## config.mk

```make
export PLATFORM = sky130hd
export DESIGN_NAME = i2c_write_regs
export DESIGN_NICKNAME = d
export VERILOG_FILES = /design/src/rtl/i2cw_pkg.sv /design/src/rtl/i2cw_sync.sv /design/src/rtl/i2cw_bytefsm.sv /design/src/rtl/i2cw_regfile.sv /design/src/rtl/i2c_write_regs.sv
export SDC_FILE = /design/constraint.sdc
export NUM_CORES = 1
export LEC_CHECK = 0
export BUFFER_PORTS_ARGS = -buffer_cell sky130_fd_sc_hd__buf_2
export CELL_PAD_IN_SITES_DETAIL_PLACEMENT = 2
export CELL_PAD_IN_SITES_GLOBAL_PLACEMENT = 2
export CORE_ASPECT_RATIO = 0.9
export CORE_UTILIZATION = 40
export DETAILED_ROUTE_END_ITERATION = 10
export PLACE_DENSITY_LB_ADDON = 0.25
export SLEW_MARGIN = 20
export SYNTH_ARGS = -nofsm -noshare
export SYNTH_HDL_FRONTEND = slang
export SYNTH_SLANG_ARGS = --single-unit
```

## constraint.sdc

```tcl
create_clock -name clk -period 3.91 [get_ports clk]
set_input_delay 0.782 -clock clk [delete_from_list [all_inputs] [get_ports clk]]
set_output_delay 0.782 -clock clk [all_outputs]
set_load 0.03 [all_outputs]
```

## src/rtl/i2cw_pkg.sv

```systemverilog
package i2cw_pkg;
  localparam int BYTE_W    = 8;
  localparam int NREG      = 9;
  localparam int PTR_W     = $clog2(NREG + 1);
  localparam int CTRL_IDX  = 0;
  localparam int LED_IDX   = 1;
  localparam int ALARM_IDX = 2;
  localparam int WATCH_IDX = 5;
  localparam int IMP_IDX   = 8;
  localparam int VAL_BYTES = 3;
  localparam int VAL_W     = VAL_BYTES * BYTE_W;

  typedef enum logic [2:0] {
    PH_IDLE,
    PH_SELECT,
    PH_INDEX,
    PH_DATA,
    PH_SKIP
  } phase_t;
endpackage

```

## src/rtl/i2cw_sync.sv

```systemverilog
module i2cw_sync #(
  parameter int STAGES = 2
) (
  input  logic clk,
  input  logic rst_n,
  input  logic scl_i,
  input  logic sda_i,
  output logic scl_s,
  output logic sda_s,
  output logic scl_rise,
  output logic scl_fall,
  output logic start_det,
  output logic stop_det
);
  localparam int LINES = 2;

  logic [LINES-1:0] raw;
  logic [LINES-1:0] line_s;
  logic [LINES-1:0] line_p;

  assign raw = {sda_i, scl_i};

  // One synchronizer chain per bus line; idle level is high.
  for (genvar g = 0; g < LINES; g++) begin : g_line
    logic [STAGES-1:0] pipe;
    always_ff @(posedge clk or negedge rst_n) begin
      if (!rst_n) pipe <= '1;
      else        pipe <= {pipe[STAGES-2:0], raw[g]};
    end
    assign line_s[g] = pipe[STAGES-1];
  end

  always_ff @(posedge clk or negedge rst_n) begin
    if (!rst_n) line_p <= '1;
    else        line_p <= line_s;
  end

  assign scl_s     = line_s[0];
  assign sda_s     = line_s[1];
  assign scl_rise  = line_s[0] & ~line_p[0];
  assign scl_fall  = ~line_s[0] & line_p[0];
  assign start_det = line_s[0] & line_p[0] & line_p[1] & ~line_s[1];
  assign stop_det  = line_s[0] & line_p[0] & ~line_p[1] & line_s[1];
endmodule

```

## src/rtl/i2cw_bytefsm.sv

```systemverilog
module i2cw_bytefsm
  import i2cw_pkg::*;
#(
  parameter logic [6:0] DEV_ADDR = 7'h51
) (
  input  logic             clk,
  input  logic             rst_n,
  input  logic             sda_s,
  input  logic             scl_rise,
  input  logic             scl_fall,
  input  logic             start_det,
  input  logic             stop_det,
  output logic             sda_oe,
  output logic             wr_en,
  output logic [PTR_W-1:0] wr_addr,
  output logic [BYTE_W-1:0] wr_data
);
  localparam logic [3:0]        LAST_BIT = 4'(BYTE_W);
  localparam logic [BYTE_W-1:0] NREG_B   = BYTE_W'(NREG);
  localparam logic [PTR_W-1:0]  NREG_P   = PTR_W'(NREG);

  phase_t            phase, phase_nx;
  logic [3:0]        bit_cnt;
  logic [BYTE_W-1:0] shreg;
  logic              in_ack;
  logic [PTR_W-1:0]  ptr, ptr_nx;
  logic              ack_c;
  logic              byte_done;
  logic              bus_event;

  assign bus_event = start_det | stop_det;
  assign byte_done = scl_fall && !in_ack && (bit_cnt == LAST_BIT) &&
                     (phase != PH_IDLE) && !bus_event;

  // Decision taken when the eighth bit has been clocked in.
  always_comb begin
    ack_c    = 1'b0;
    phase_nx = phase;
    ptr_nx   = ptr;
    case (phase)
      PH_SELECT: begin
        ack_c    = (shreg[BYTE_W-1:1] == DEV_ADDR) && !shreg[0];
        phase_nx = ack_c ? PH_INDEX : PH_SKIP;
      end
      PH_INDEX: begin
        ack_c    = shreg < NREG_B;
        phase_nx = ack_c ? PH_DATA : PH_SKIP;
        if (ack_c) ptr_nx = shreg[PTR_W-1:0];
      end
      PH_DATA: begin
        ack_c  = ptr < NREG_P;
        ptr_nx = ack_c ? ptr + 1'b1 : ptr;
      end
      default: begin
        ack_c    = 1'b0;
        phase_nx = phase;
      end
    endcase
  end

  assign wr_en   = byte_done && (phase == PH_DATA) && (ptr < NREG_P);
  assign wr_addr = ptr;
  assign wr_data = shreg;

  always_ff @(posedge clk or negedge rst_n) begin
    if (!rst_n) begin
      phase   <= PH_IDLE;
      bit_cnt <= '0;
      shreg   <= '0;
      in_ack  <= 1'b0;
      ptr     <= '0;
      sda_oe  <= 1'b0;
    end else if (start_det) begin
      phase   <= PH_SELECT;
      bit_cnt <= '0;
      in_ack  <= 1'b0;
      sda_oe  <= 1'b0;
    end else if (stop_det) begin
      phase   <= PH_IDLE;
      bit_cnt <= '0;
      in_ack  <= 1'b0;
      sda_oe  <= 1'b0;
    end else if (phase != PH_IDLE) begin
      if (scl_rise && !in_ack && (bit_cnt < LAST_BIT)) begin
        shreg   <= {shreg[BYTE_W-2:0], sda_s};
        bit_cnt <= bit_cnt + 1'b1;
      end
      if (scl_fall) begin
        if (in_ack) begin
          in_ack  <= 1'b0;
          sda_oe  <= 1'b0;
          bit_cnt <= '0;
        end else if (bit_cnt == LAST_BIT) begin
          in_ack <= 1'b1;
          sda_oe <= ack_c;
          phase  <= phase_nx;
          ptr    <= ptr_nx;
        end
      end
    end
  end
endmodule

```

## src/rtl/i2cw_regfile.sv

```systemverilog
module i2cw_regfile
  import i2cw_pkg::*;
(
  input  logic                   clk,
  input  logic                   rst_n,
  input  logic                   wr_en,
  input  logic [PTR_W-1:0]       wr_addr,
  input  logic [BYTE_W-1:0]      wr_data,
  output logic [NREG*BYTE_W-1:0] bytes_q
);
  for (genvar g = 0; g < NREG; g++) begin : g_reg
    logic [BYTE_W-1:0] q;
    always_ff @(posedge clk or negedge rst_n) begin
      if (!rst_n)                                 q <= '0;
      else if (wr_en && (wr_addr == PTR_W'(g)))   q <= wr_data;
    end
    assign bytes_q[g*BYTE_W +: BYTE_W] = q;
  end
endmodule

```

## src/rtl/i2c_write_regs.sv

```systemverilog
module i2c_write_regs
  import i2cw_pkg::*;
#(
  parameter logic [6:0] DEV_ADDR   = 7'h51,
  parameter int         SYNC_STAGES = 2
) (
  input  logic               clk,
  input  logic               rst_n,
  input  logic               scl_i,
  input  logic               sda_i,
  output logic               sda_oe,
  output logic [BYTE_W-1:0]  ctrl_q,
  output logic [BYTE_W-1:0]  led_q,
  output logic [VAL_W-1:0]   alarm_q,
  output logic [VAL_W-1:0]   watch_q,
  output logic [BYTE_W-1:0]  imped_q
);
  logic                   scl_s, sda_s, scl_rise, scl_fall;
  logic                   start_det, stop_det;
  logic                   wr_en;
  logic [PTR_W-1:0]       wr_addr;
  logic [BYTE_W-1:0]      wr_data;
  logic [NREG*BYTE_W-1:0] reg_bytes;

  i2cw_sync #(.STAGES(SYNC_STAGES)) u_sync (
    .clk(clk), .rst_n(rst_n), .scl_i(scl_i), .sda_i(sda_i),
    .scl_s(scl_s), .sda_s(sda_s), .scl_rise(scl_rise), .scl_fall(scl_fall),
    .start_det(start_det), .stop_det(stop_det)
  );

  i2cw_bytefsm #(.DEV_ADDR(DEV_ADDR)) u_fsm (
    .clk(clk), .rst_n(rst_n), .sda_s(sda_s),
    .scl_rise(scl_rise), .scl_fall(scl_fall),
    .start_det(start_det), .stop_det(stop_det),
    .sda_oe(sda_oe), .wr_en(wr_en), .wr_addr(wr_addr), .wr_data(wr_data)
  );

  i2cw_regfile u_regs (
    .clk(clk), .rst_n(rst_n), .wr_en(wr_en), .wr_addr(wr_addr),
    .wr_data(wr_data), .bytes_q(reg_bytes)
  );

  assign ctrl_q  = reg_bytes[CTRL_IDX*BYTE_W +: BYTE_W];
  assign led_q   = reg_bytes[LED_IDX*BYTE_W +: BYTE_W];
  assign imped_q = reg_bytes[IMP_IDX*BYTE_W +: BYTE_W];

  // Multi-byte values: lowest index lands in the most significant byte.
  for (genvar k = 0; k < VAL_BYTES; k++) begin : g_val
    assign alarm_q[(VAL_BYTES-1-k)*BYTE_W +: BYTE_W] =
      reg_bytes[(ALARM_IDX+k)*BYTE_W +: BYTE_W];
    assign watch_q[(VAL_BYTES-1-k)*BYTE_W +: BYTE_W] =
      reg_bytes[(WATCH_IDX+k)*BYTE_W +: BYTE_W];
  end
endmodule

```

==> impl_metrics.env, run 1 <==
export IMPL_whs_path_depth=0
export IMPL_critPathMaxStageDelay_ns=0.61
export IMPL_grt_max_degree=82
export IMPL_synth_area_mux_share_pct=22.48
export IMPL_cts_buffer_depth=2
export IMPL_dp_hpwl_mm=7.225
export IMPL_cts_sinks=99
export IMPL_critical_path_class="reg2reg"
export IMPL_overflow=0
export IMPL_drtAntennaViolNets=0
export IMPL_min_from="u_sync.g_line[0].pipe[0]"
export IMPL_setup_tns_final_ns=0
export IMPL_dr_pass1_iters=7
export IMPL_syn_nets=316
export IMPL_pin_count=77
export IMPL_antenna_found_initial=0
export IMPL_grt_usage_pct=21.80
export IMPL_synth_flop_cell="dfrtp_1"
export IMPL_drive_above_1_share_pct=50.91
export IMPL_finalSetupViolations=0
export IMPL_dp_slack_ns=1.594
export IMPL_synthCells=305
export IMPL_final_max_slew_viol_count=0
export IMPL_maxSlewHeadroom_pct=49.40
export IMPL_cp_arrival_ns=2.58
export IMPL_ys_ff_latch=99
export IMPL_synth_fa_ha_area_share_pct=2.049
export IMPL_min_period_over_period_pct=60.08
export IMPL_cp_slowest_cell="dfrtp_1"
export IMPL_cts_tree="yes"
export IMPL_status="finished, violations left"
export IMPL_finClkSkew_ns=0.008318
export IMPL_max_freq_mhz=425.7
export IMPL_grt_pass1_wl_mm=18.06
export IMPL_worstPathMaxFanout=14
export IMPL_via_per_inst=5.555
export IMPL_n_antenna_cell=0
export IMPL_hold_slack_ns=0.3485
export IMPL_cp_end_kind="register"
export IMPL_numCtsBuffers=9
export IMPL_start_kind="register"
export IMPL_rrSetupSlack_ns=1.56
export IMPL_postLayoutCoreUtil_pct=49.16
export IMPL_synth_seq_area_share_pct=58.14
export IMPL_syn_cell_area_sq_um=4274
export IMPL_ctsResizeCount=0
export IMPL_crit_family="simple AND/OR/NAND/NOR gates"
export IMPL_powerDensity_nw_per_um2=478.9
export IMPL_routed_wl_mm=11.42
export IMPL_hold_viol=0
export IMPL_vdd_drop_max_mv=0.3434
export IMPL_ys_async_sr_fraction_pct=100.0
export IMPL_synth_simple_area_share_pct=9.075
export IMPL_synth_distinct_cells=54
export IMPL_synthToLayoutAreaGrowth_pct=18.88
export IMPL_cts_hold_buf=0
export IMPL_maxCapViolCount=0
export IMPL_fp_dieH_um=100.1
export IMPL_max_slew_worst_pin_slew_ns=0.7589
export IMPL_violations="DRC"
export IMPL_insertion_delay_ns=0.35
export IMPL_hold_path_endpoint="u_sync.g_line[0].pipe[1]"
export IMPL_wl_per_cell_um=22.30
export IMPL_num_vias=2844
export IMPL_drt_initial_drc_count=100
export IMPL_numPortBuffers=76
export IMPL_rsz0062_at_grt="false"
export IMPL_crit_path_cell_trace="nand3b_1, nor4b_2, buf_4, and4_4, mux2_4"
export IMPL_avgSynthCellArea_sq_um=14.01
export IMPL_synth_compound_area_share_pct=5.064
export IMPL_initial_core_util_pct=41.36
export IMPL_grt_pass1_vias=3149
export IMPL_p_leak_nw=2.656
export IMPL_gp_congestion=0.7937
export IMPL_final_cell_mix="93 x dfrtp_1, 75 x buf_2, 72 x mux2_2"
export IMPL_r2r_start="u_fsm.phase[0]"
export IMPL_cp_buffers_inverters=1
export IMPL_htree_levels=3
export IMPL_route_detailed_drc=8
export IMPL_layout_nets=389
export IMPL_fp_dieW_um=111.0
export IMPL_rr_endpoint="u_regs.g_reg[8].q[5]"
export IMPL_rows=35
export IMPL_reg2reg_depth=5
export IMPL_root_buffer="clkbuf_16"
export IMPL_finalCriticalPeriod_ns=2.349
export IMPL_fp_dieArea_sq_um=11100
export IMPL_post_cts_buffers=0
export IMPL_final_common_cell="dfrtp_1"
export IMPL_fin_ws_ns=1.561
export IMPL_yosys_area_share_xor_xnor_pct=0.4098
export IMPL_ys_warn_count=0
export IMPL_hp_class="reg2reg"
export IMPL_clk_pin_slew_worst_paths_ns=0.07
export IMPL_synth_top_family_by_area="multiplexers"
export IMPL_fill_cells=1000
export IMPL_cp_required_ns=4.14
export IMPL_synth_enable_flop_cells=0
export IMPL_finalPower_w=0.002433
export IMPL_core_sq_um=10330
==> sequential cells by signal, summed over array words and instances (netlist names) <==
name                flops
u_regs.g.q             72
u_fsm.wr_data           8
u_fsm.bit_cnt           4
u_fsm.wr_addr           4
u_sync.g_line.pipe      4
u_fsm.phase             3
u_sync.line_p           2
u_fsm.in_ack            1
u_fsm.sda_oe            1
==> cells in the mapped netlist, drive strengths merged (2+ instances only) <==
cell type	n	area share [%]
dfrtp	93	54
ha	7	2.0
nor2b	3	0.44
inv	8	0.70
a31oi	3	0.44
mux2i	3	0.70
clkbuf	11	1.0
or3	3	0.44
nand4b	2	0.41
o21ai	5	0.59
mux2	80	22
dfstp	6	3.7
nand2	6	0.53
and4	2	0.47
nor3	6	0.70
nand4	2	0.29
nand2b	4	0.59
buf	6	1.1
nand3	13	2.5
a211oi	4	0.70
a21oi	6	0.70
nor2	7	0.61
==> cell type report <==
class / count / area, sq um / share of cell area, %
Clock buffer: 10 / 239.0 / 4.703
Clock inverter: 6 / 86.33 / 1.699
Inverter: 8 / 30.03 / 0.5910
Multi-Input combinational cell: 181 / 1670 / 32.87
Sequential cell: 99 / 2485 / 48.90
Tap cell: 129 / 161.4 / 3.177
Timing Repair Buffer: 79 / 409.1 / 8.052
==> logic make-up (layout without fill, tap and decap cells) <==
group	after synthesis	after routing
xor gates and xnor gates	2	2
DFF	99	99
and+or+nand+nor	58	58
adders and majority gates	7	7
muxes	83	83
AOI/OAI and AO/OA	31	31
buffers and inverters	25	103
==> worst max-delay path by stage <==
stage / startpoint / slack [ns] / end / cells after the start
2_1_floorplan: u_fsm.bit_cnt[0] / 1.88 / u_regs.g_reg[8].q[0] / 8
3_3_place_gp: u_fsm.bit_cnt[0] / 1.75 / u_regs.g_reg[8].q[1] / 7
3_5_place_dp: u_fsm.phase[0] / 1.59 / u_regs.g_reg[8].q[2] / 5
4_1_cts: u_fsm.phase[0] / 1.55 / u_regs.g_reg[8].q[5] / 5
5_1_grt: u_fsm.phase[0] / 1.46 / u_regs.g_reg[8].q[5] / 5
6_report: u_fsm.phase[0] / 1.56 / u_regs.g_reg[8].q[5] / 5
==> metal layers <==
layer / GRT usage, % / vias to the layer above / share of wire [%]
li1: - / 1251 / -
met1: 26.54 / 1511 / 44
met2: 37.78 / 70 / 50
met3: 5.918 / 12 / 4.5
met4: 7.165 / 0 / 1.2
met5: 0 / - / 0
==> report_power, final <==
part / switching, W / internal (W)
Sequential: 0.000201 / 0.00107
Clock: 0.000397 / 0.000579
Combinational: 0.000102 / 0.0000843
Total: 0.000699 / 0.00173
==> stage by stage <==
stage / std cells / area, sq um
final: 512 / 5081
after global routing: 512 / 5081
after CTS: 512 / 5077
after detailed placement: 496 / 4752
after global placement: 496 / 4752
after floorplan: 305 / 4274
No activity file was read; power rests on OpenSTA's default activity.
==> inputs of run 2 (changes only) <==
--- a/config.mk
+++ b/config.mk
@@ -9,7 +9,7 @@
 export CELL_PAD_IN_SITES_DETAIL_PLACEMENT = 2
 export CELL_PAD_IN_SITES_GLOBAL_PLACEMENT = 2
 export CORE_ASPECT_RATIO = 0.9
-export CORE_UTILIZATION = 40
+export CORE_UTILIZATION = 38
 export DETAILED_ROUTE_END_ITERATION = 10
 export PLACE_DENSITY_LB_ADDON = 0.25
 export SLEW_MARGIN = 20
==> constraint.sdc (replaced) <==
create_clock -name clk -period 2.3 [get_ports clk]
set_input_delay 0.46 -clock clk [delete_from_list [all_inputs] [get_ports clk]]
set_output_delay 0.46 -clock clk [all_outputs]
set_load 0.03 [all_outputs]
==> impl_metrics.env, run 2 (same netlist as run 1, synthesis figures left out) <==
export IMPL_hold_viol=0
export IMPL_drt_initial_drc_count=76
export IMPL_cp_arrival_ns=2.43
export IMPL_grt_pass1_vias=3126
export IMPL_insertion_delay_ns=0.35
export IMPL_wl_per_cell_um=20.12
export IMPL_root_buffer="clkbuf_16"
export IMPL_grt_pass1_wl_mm=17.50
export IMPL_numPortBuffers=76
export IMPL_stdcell_count=547
export IMPL_cp_endpoint="u_regs.g_reg[5].q[1]"
export IMPL_vdd_drop_max_mv=0.3801
export IMPL_dp_hpwl_mm=7.596
export IMPL_rrSetupSlack_ns=0.10
export IMPL_drive_above_1_share_pct=51.90
export IMPL_largest_reg_flops=72
export IMPL_final_cell_mix="93 x dfrtp_1, 75 x buf_2, 72 x mux2_2"
export IMPL_dr_pass1_iters=4
export IMPL_gp_congestion=0.7113
export IMPL_route_detailed_drc=0
export IMPL_cp_startpoint="u_fsm.bit_cnt[0]"
export IMPL_cp_required_ns=2.53
export IMPL_fp_dieW_um=113.8
export IMPL_regMostFlops="u_regs.g.q"
export IMPL_finClkSkew_ns=0.008130
export IMPL_cts_hold_buf=0
export IMPL_core_sq_um=10900
export IMPL_p_leak_nw=2.707
export IMPL_via_per_inst=5.148
export IMPL_maxCapViolCount=0
export IMPL_pin_count=77
export IMPL_drtAntennaViolNets=0
export IMPL_cp_end_kind="register"
export IMPL_numCtsBuffers=9
export IMPL_status="completed"
export IMPL_synthToLayoutAreaGrowth_pct=21.05
export IMPL_r2r_start="u_fsm.bit_cnt[0]"
export IMPL_setup_tns_final_ns=0
export IMPL_grt_usage_pct=20.41
export IMPL_place_inst=531
export IMPL_register_area_sq_um=2485
export IMPL_worstPathMaxFanout=8
export IMPL_routed_wl_mm=11.01
export IMPL_max_freq_mhz=455.0
export IMPL_rr_endpoint="u_regs.g_reg[5].q[1]"
export IMPL_finalPower_w=0.004017
export IMPL_min_period_over_period_pct=95.56
export IMPL_n_antenna_cell=0
export IMPL_final_common_cell="dfrtp_1"
export IMPL_start_kind="register"
export IMPL_initial_core_util_pct=39.21
export IMPL_clk_pin_slew_worst_paths_ns=0.06
export IMPL_num_vias=2816
export IMPL_overflow=0
export IMPL_fill_cells=1079
export IMPL_rows=36
export IMPL_layout_nets=401
export IMPL_hold_slack_ns=0.05199
export IMPL_multi_input_area_sq_um=1679
export IMPL_rsz0062_at_grt="true"
export IMPL_powerDensity_nw_per_um2=776.3
export IMPL_cts_tree="yes"
export IMPL_final_max_slew_viol_count=0
export IMPL_grt_max_degree=47
export IMPL_hp_class="in2async"
export IMPL_maxSlewHeadroom_pct=60.70
export IMPL_critical_path_class="reg2reg"
export IMPL_fin_ws_ns=0.1020
export IMPL_finalCriticalPeriod_ns=2.198
export IMPL_cts_buffer_depth=2
export IMPL_dp_slack_ns=0.07916
export IMPL_fp_dieH_um=102.6
export IMPL_antenna_found_initial=0
export IMPL_max_slew_worst_pin_slew_ns=0.5895
export IMPL_htree_levels=3
export IMPL_fp_dieArea_sq_um=11680
export IMPL_reg2reg_depth=7
export IMPL_cts_sinks=99
export IMPL_finalSetupViolations=0
==> run 2: critical path, stage by stage (launching register included) <==
cell and delay (ns):
dfrtp_1 0.41, inv_1 0.09, ha_1 0.18, and4bb_4 0.29, nor4b_4 0.24, buf_4 0.24, nand3_2 0.25, mux2_2 0.37
==> run 2: routing by layer <==
metal	GRT usage (%)	vias up	part of all wire, %
li1	-	1270	-
met1	26.09	1474	46
met2	34.33	62	49
met3	5.291	10	4.6
met4	6.294	0	1.1
met5	0	-	0
==> run 2: where the power goes <==
| group | switching [W] | internal, W | leakage, nW |
|---|---|---|---|
| Clock | 0.000654 | 0.000796 | 0.136 |
| Sequential | 0.000188 | 0.00183 | 1.35 |
| Combinational | 0.000343 | 0.000211 | 1.22 |
| Total | 0.00118 | 0.00283 | 2.71 |
==> run 2: timing repair <==
action / in CTS / in global routing
buffers inserted: 0 / 0
endpoints found under the setup margin: 0 / 64
resized for setup: 0 / 1
==> run 2: area by class of cell <==
class | count | area share (%)
multi-input combinational | 181 | 32.45
sequential | 99 | 48.03
clock inverter | 3 | 0.4111
timing repair buffer | 91 | 9.819
tap | 152 | 3.676
clock buffer | 13 | 5.030
inverter | 8 | 0.5804
==> run 2: per-stage QoR <==
stage          utilization (%)  cell area (sq um)
2_1_floorplan                -               4274
3_3_place_gp             44.80               4883
6_report                 47.46               5174
4_1_cts                  47.38               5165
5_1_grt                  47.46               5174
3_5_place_dp             44.80               4883
==> run 2: how the worst min path moves through the flow <==
| stage | from | endpoint | slack, ns | cells after the start |
|---|---|---|---|---|
| CTS | rst_n | u_regs.g_reg[8].q[0] | 0.06 | 1 |
| detailed placement | u_sync.g_line[1].pipe[0] | u_sync.g_line[1].pipe[1] | 0.35 | 0 |
| global placement | u_sync.g_line[1].pipe[0] | u_sync.g_line[1].pipe[1] | 0.35 | 0 |
| finish | rst_n | u_regs.g_reg[8].q[0] | 0.05 | 1 |
| global route | rst_n | u_regs.g_reg[8].q[0] | 0.07 | 1 |
| floorplan | rst_n | u_fsm.bit_cnt[0] | 0.16 | 0 |
==> inputs of run 3 (changes only) <==
--- a/config.mk
+++ b/config.mk
@@ -12,6 +12,7 @@
 export CORE_UTILIZATION = 38
 export DETAILED_ROUTE_END_ITERATION = 10
 export PLACE_DENSITY_LB_ADDON = 0.25
+export SETUP_SLACK_MARGIN = 0.5
 export SLEW_MARGIN = 20
 export SYNTH_ARGS = -nofsm -noshare
 export SYNTH_HDL_FRONTEND = slang
==> impl_metrics.env, run 3 (same netlist as run 1, synthesis figures left out) <==
export IMPL_status="completed"
export IMPL_p_leak_nw=2.765
export IMPL_antenna_found_initial=0
export IMPL_clk_pin_slew_worst_paths_ns=0.07
export IMPL_pin_count=77
export IMPL_cell_internal_pwr_w=0.003179
export IMPL_dr_pass1_iters=4
export IMPL_powerDensity_nw_per_um2=826.5
export IMPL_regMostFlops="u_regs.g.q"
export IMPL_core_sq_um=10900
export IMPL_insertion_delay_ns=0.36
export IMPL_cts_sinks=99
export IMPL_critical_path_class="reg2reg"
export IMPL_overflow=0
export IMPL_final_max_slew_viol_count=0
export IMPL_drt_initial_drc_count=75
export IMPL_numPortBuffers=76
export IMPL_drive_above_1_share_pct=55.14
export IMPL_r2r_start="u_fsm.bit_cnt[1]"
export IMPL_grt_pass1_vias=3245
export IMPL_cts_tree="yes"
export IMPL_num_vias=2860
export IMPL_power_share_switching_pct=28.52
export IMPL_setup_tns_final_ns=0
export IMPL_cp_end_kind="register"
export IMPL_fp_dieW_um=113.8
export IMPL_root_buffer="clkbuf_16"
export IMPL_largest_reg_flops=72
export IMPL_start_kind="register"
export IMPL_dp_slack_ns=0.04509
export IMPL_p_clk_share_pct=39.5
export IMPL_rr_endpoint="u_regs.g_reg[4].q[0]"
export IMPL_maxCapViolCount=0
export IMPL_worstPathMaxFanout=8
export IMPL_n_antenna_cell=0
export IMPL_final_area_sq_um=5380
export IMPL_gp_congestion=0.6863
export IMPL_min_period_over_period_pct=88.30
export IMPL_cp_endpoint="u_regs.g_reg[4].q[0]"
export IMPL_grt_usage_pct=21.90
export IMPL_finalCriticalPeriod_ns=2.031
export IMPL_via_per_inst=5.191
export IMPL_fin_ws_ns=0.2691
export IMPL_route_detailed_drc=0
export IMPL_finClkSkew_ns=0.009757
export IMPL_cp_required_ns=2.54
export IMPL_grt_pass1_wl_mm=18.57
export IMPL_numCtsBuffers=9
export IMPL_fp_dieH_um=102.6
export IMPL_finalSetupViolations=0
export IMPL_cp_arrival_ns=2.27
export IMPL_combPwrFrac_pct=16.7
export IMPL_fp_dieArea_sq_um=11680
export IMPL_final_common_cell="dfrtp_1"
export IMPL_max_slew_worst_pin_slew_ns=0.8415
export IMPL_reg2reg_depth=7
export IMPL_cp_startpoint="u_fsm.bit_cnt[1]"
export IMPL_hp_class="in2async"
export IMPL_rows=36
export IMPL_wl_per_cell_um=21.41
export IMPL_grt_max_degree=100
export IMPL_synthToLayoutAreaGrowth_pct=25.88
export IMPL_p_sw_w=0.001268
export IMPL_rsz0062_at_grt="true"
export IMPL_rrSetupSlack_ns=0.27
export IMPL_dpl_cell_area_sq_um=4861
export IMPL_dp_hpwl_mm=7.147
export IMPL_hold_viol=0
export IMPL_cts_buffer_depth=2
export IMPL_drtAntennaViolNets=0
export IMPL_seqPwrFrac_pct=43.8
export IMPL_max_freq_mhz=492.4
export IMPL_final_cell_mix="91 x dfrtp_1, 75 x buf_2, 70 x mux2_2"
export IMPL_vdd_drop_max_mv=0.4390
export IMPL_layout_nets=405
export IMPL_initial_core_util_pct=39.21
export IMPL_htree_levels=3
export IMPL_maxSlewHeadroom_pct=43.79
export IMPL_routed_wl_mm=11.80
run 3: cell types whose count changed in the layout (fill, tap and decap cells not counted), sizes merged:
cell      before  now
clkbuf        13   10
bufinv         0    3
clkinv         1    2
buf           91   95
clkinvlp       1    0
run 3: metal layers:
metal	wire, um	vias to the layer above	GRT usage (%)	share of wire [%]
li1	-	1279	-	-
met1	5014	1508	25.96	42
met2	6115	59	38.18	52
met3	502	14	6.761	4.3
met4	167	0	7.493	1.4
met5	0	-	0	0
run 3: through the flow:
stage                     util [%]  hold WS, ns  total power [W]  instances
after global routing         49.36       0.1809         0.004620        551
final                        49.36       0.1465         0.004447        551
after global placement       44.59       0.3468         0.002583        528
after CTS                    49.12       0.1754         0.004479        551
after floorplan                  -       0.1644         0.002260        305
after detailed placement     44.59       0.3491         0.002620        528
run 3: worst max-delay path, cell delays in order (launching register included):
cell and delay [ns]:
dfrtp_1 0.39, inv_2 0.09, ha_4 0.13, and4bb_4 0.25
nor4b_4 0.25, buf_6 0.25, nand3_4 0.17, mux2_4 0.38
run 3: how the worst min path moves through the flow:
stage | start | endpoint | slack (ns)
after global placement | u_sync.g_line[0].pipe[0] | u_sync.g_line[0].pipe[1] | 0.35
after floorplan | rst_n | u_fsm.bit_cnt[0] | 0.16
final | rst_n | u_fsm.sda_oe | 0.15
after CTS | rst_n | u_regs.g_reg[4].q[0] | 0.18
after detailed placement | u_sync.g_line[0].pipe[0] | u_sync.g_line[0].pipe[1] | 0.35
after global routing | rst_n | u_fsm.sda_oe | 0.18
run 3: final cells by class:
class	instances	area, sq um
Inverter	8	30.03
Timing Repair Buffer	95	541.8
Multi-Input combinational cell	181	1789
Sequential cell	99	2487
Tap cell	152	190.2
Clock buffer	10	229.0
Fill cell	1093	5520
Clock inverter	6	112.6
run 3: power by group through the flow:
stage | registers, W | logic [W] | clock network (W)
2_1_floorplan | 0.00193 | 0.000334 | 0
3_3_place_gp | 0.00196 | 0.000620 | 0
3_5_place_dp | 0.00197 | 0.000646 | 0
4_1_cts | 0.00194 | 0.000734 | 0.00181
5_1_grt | 0.00196 | 0.000805 | 0.00186
6_report | 0.00195 | 0.000743 | 0.00176
run 3: repair_timing:
action	4_1_cts	5_1_grt
resized for setup	18	7
cloned	0	0
hold buffers	0	0
setup endpoints to repair	84	82
pin swaps	0	2
buffers inserted	7	0
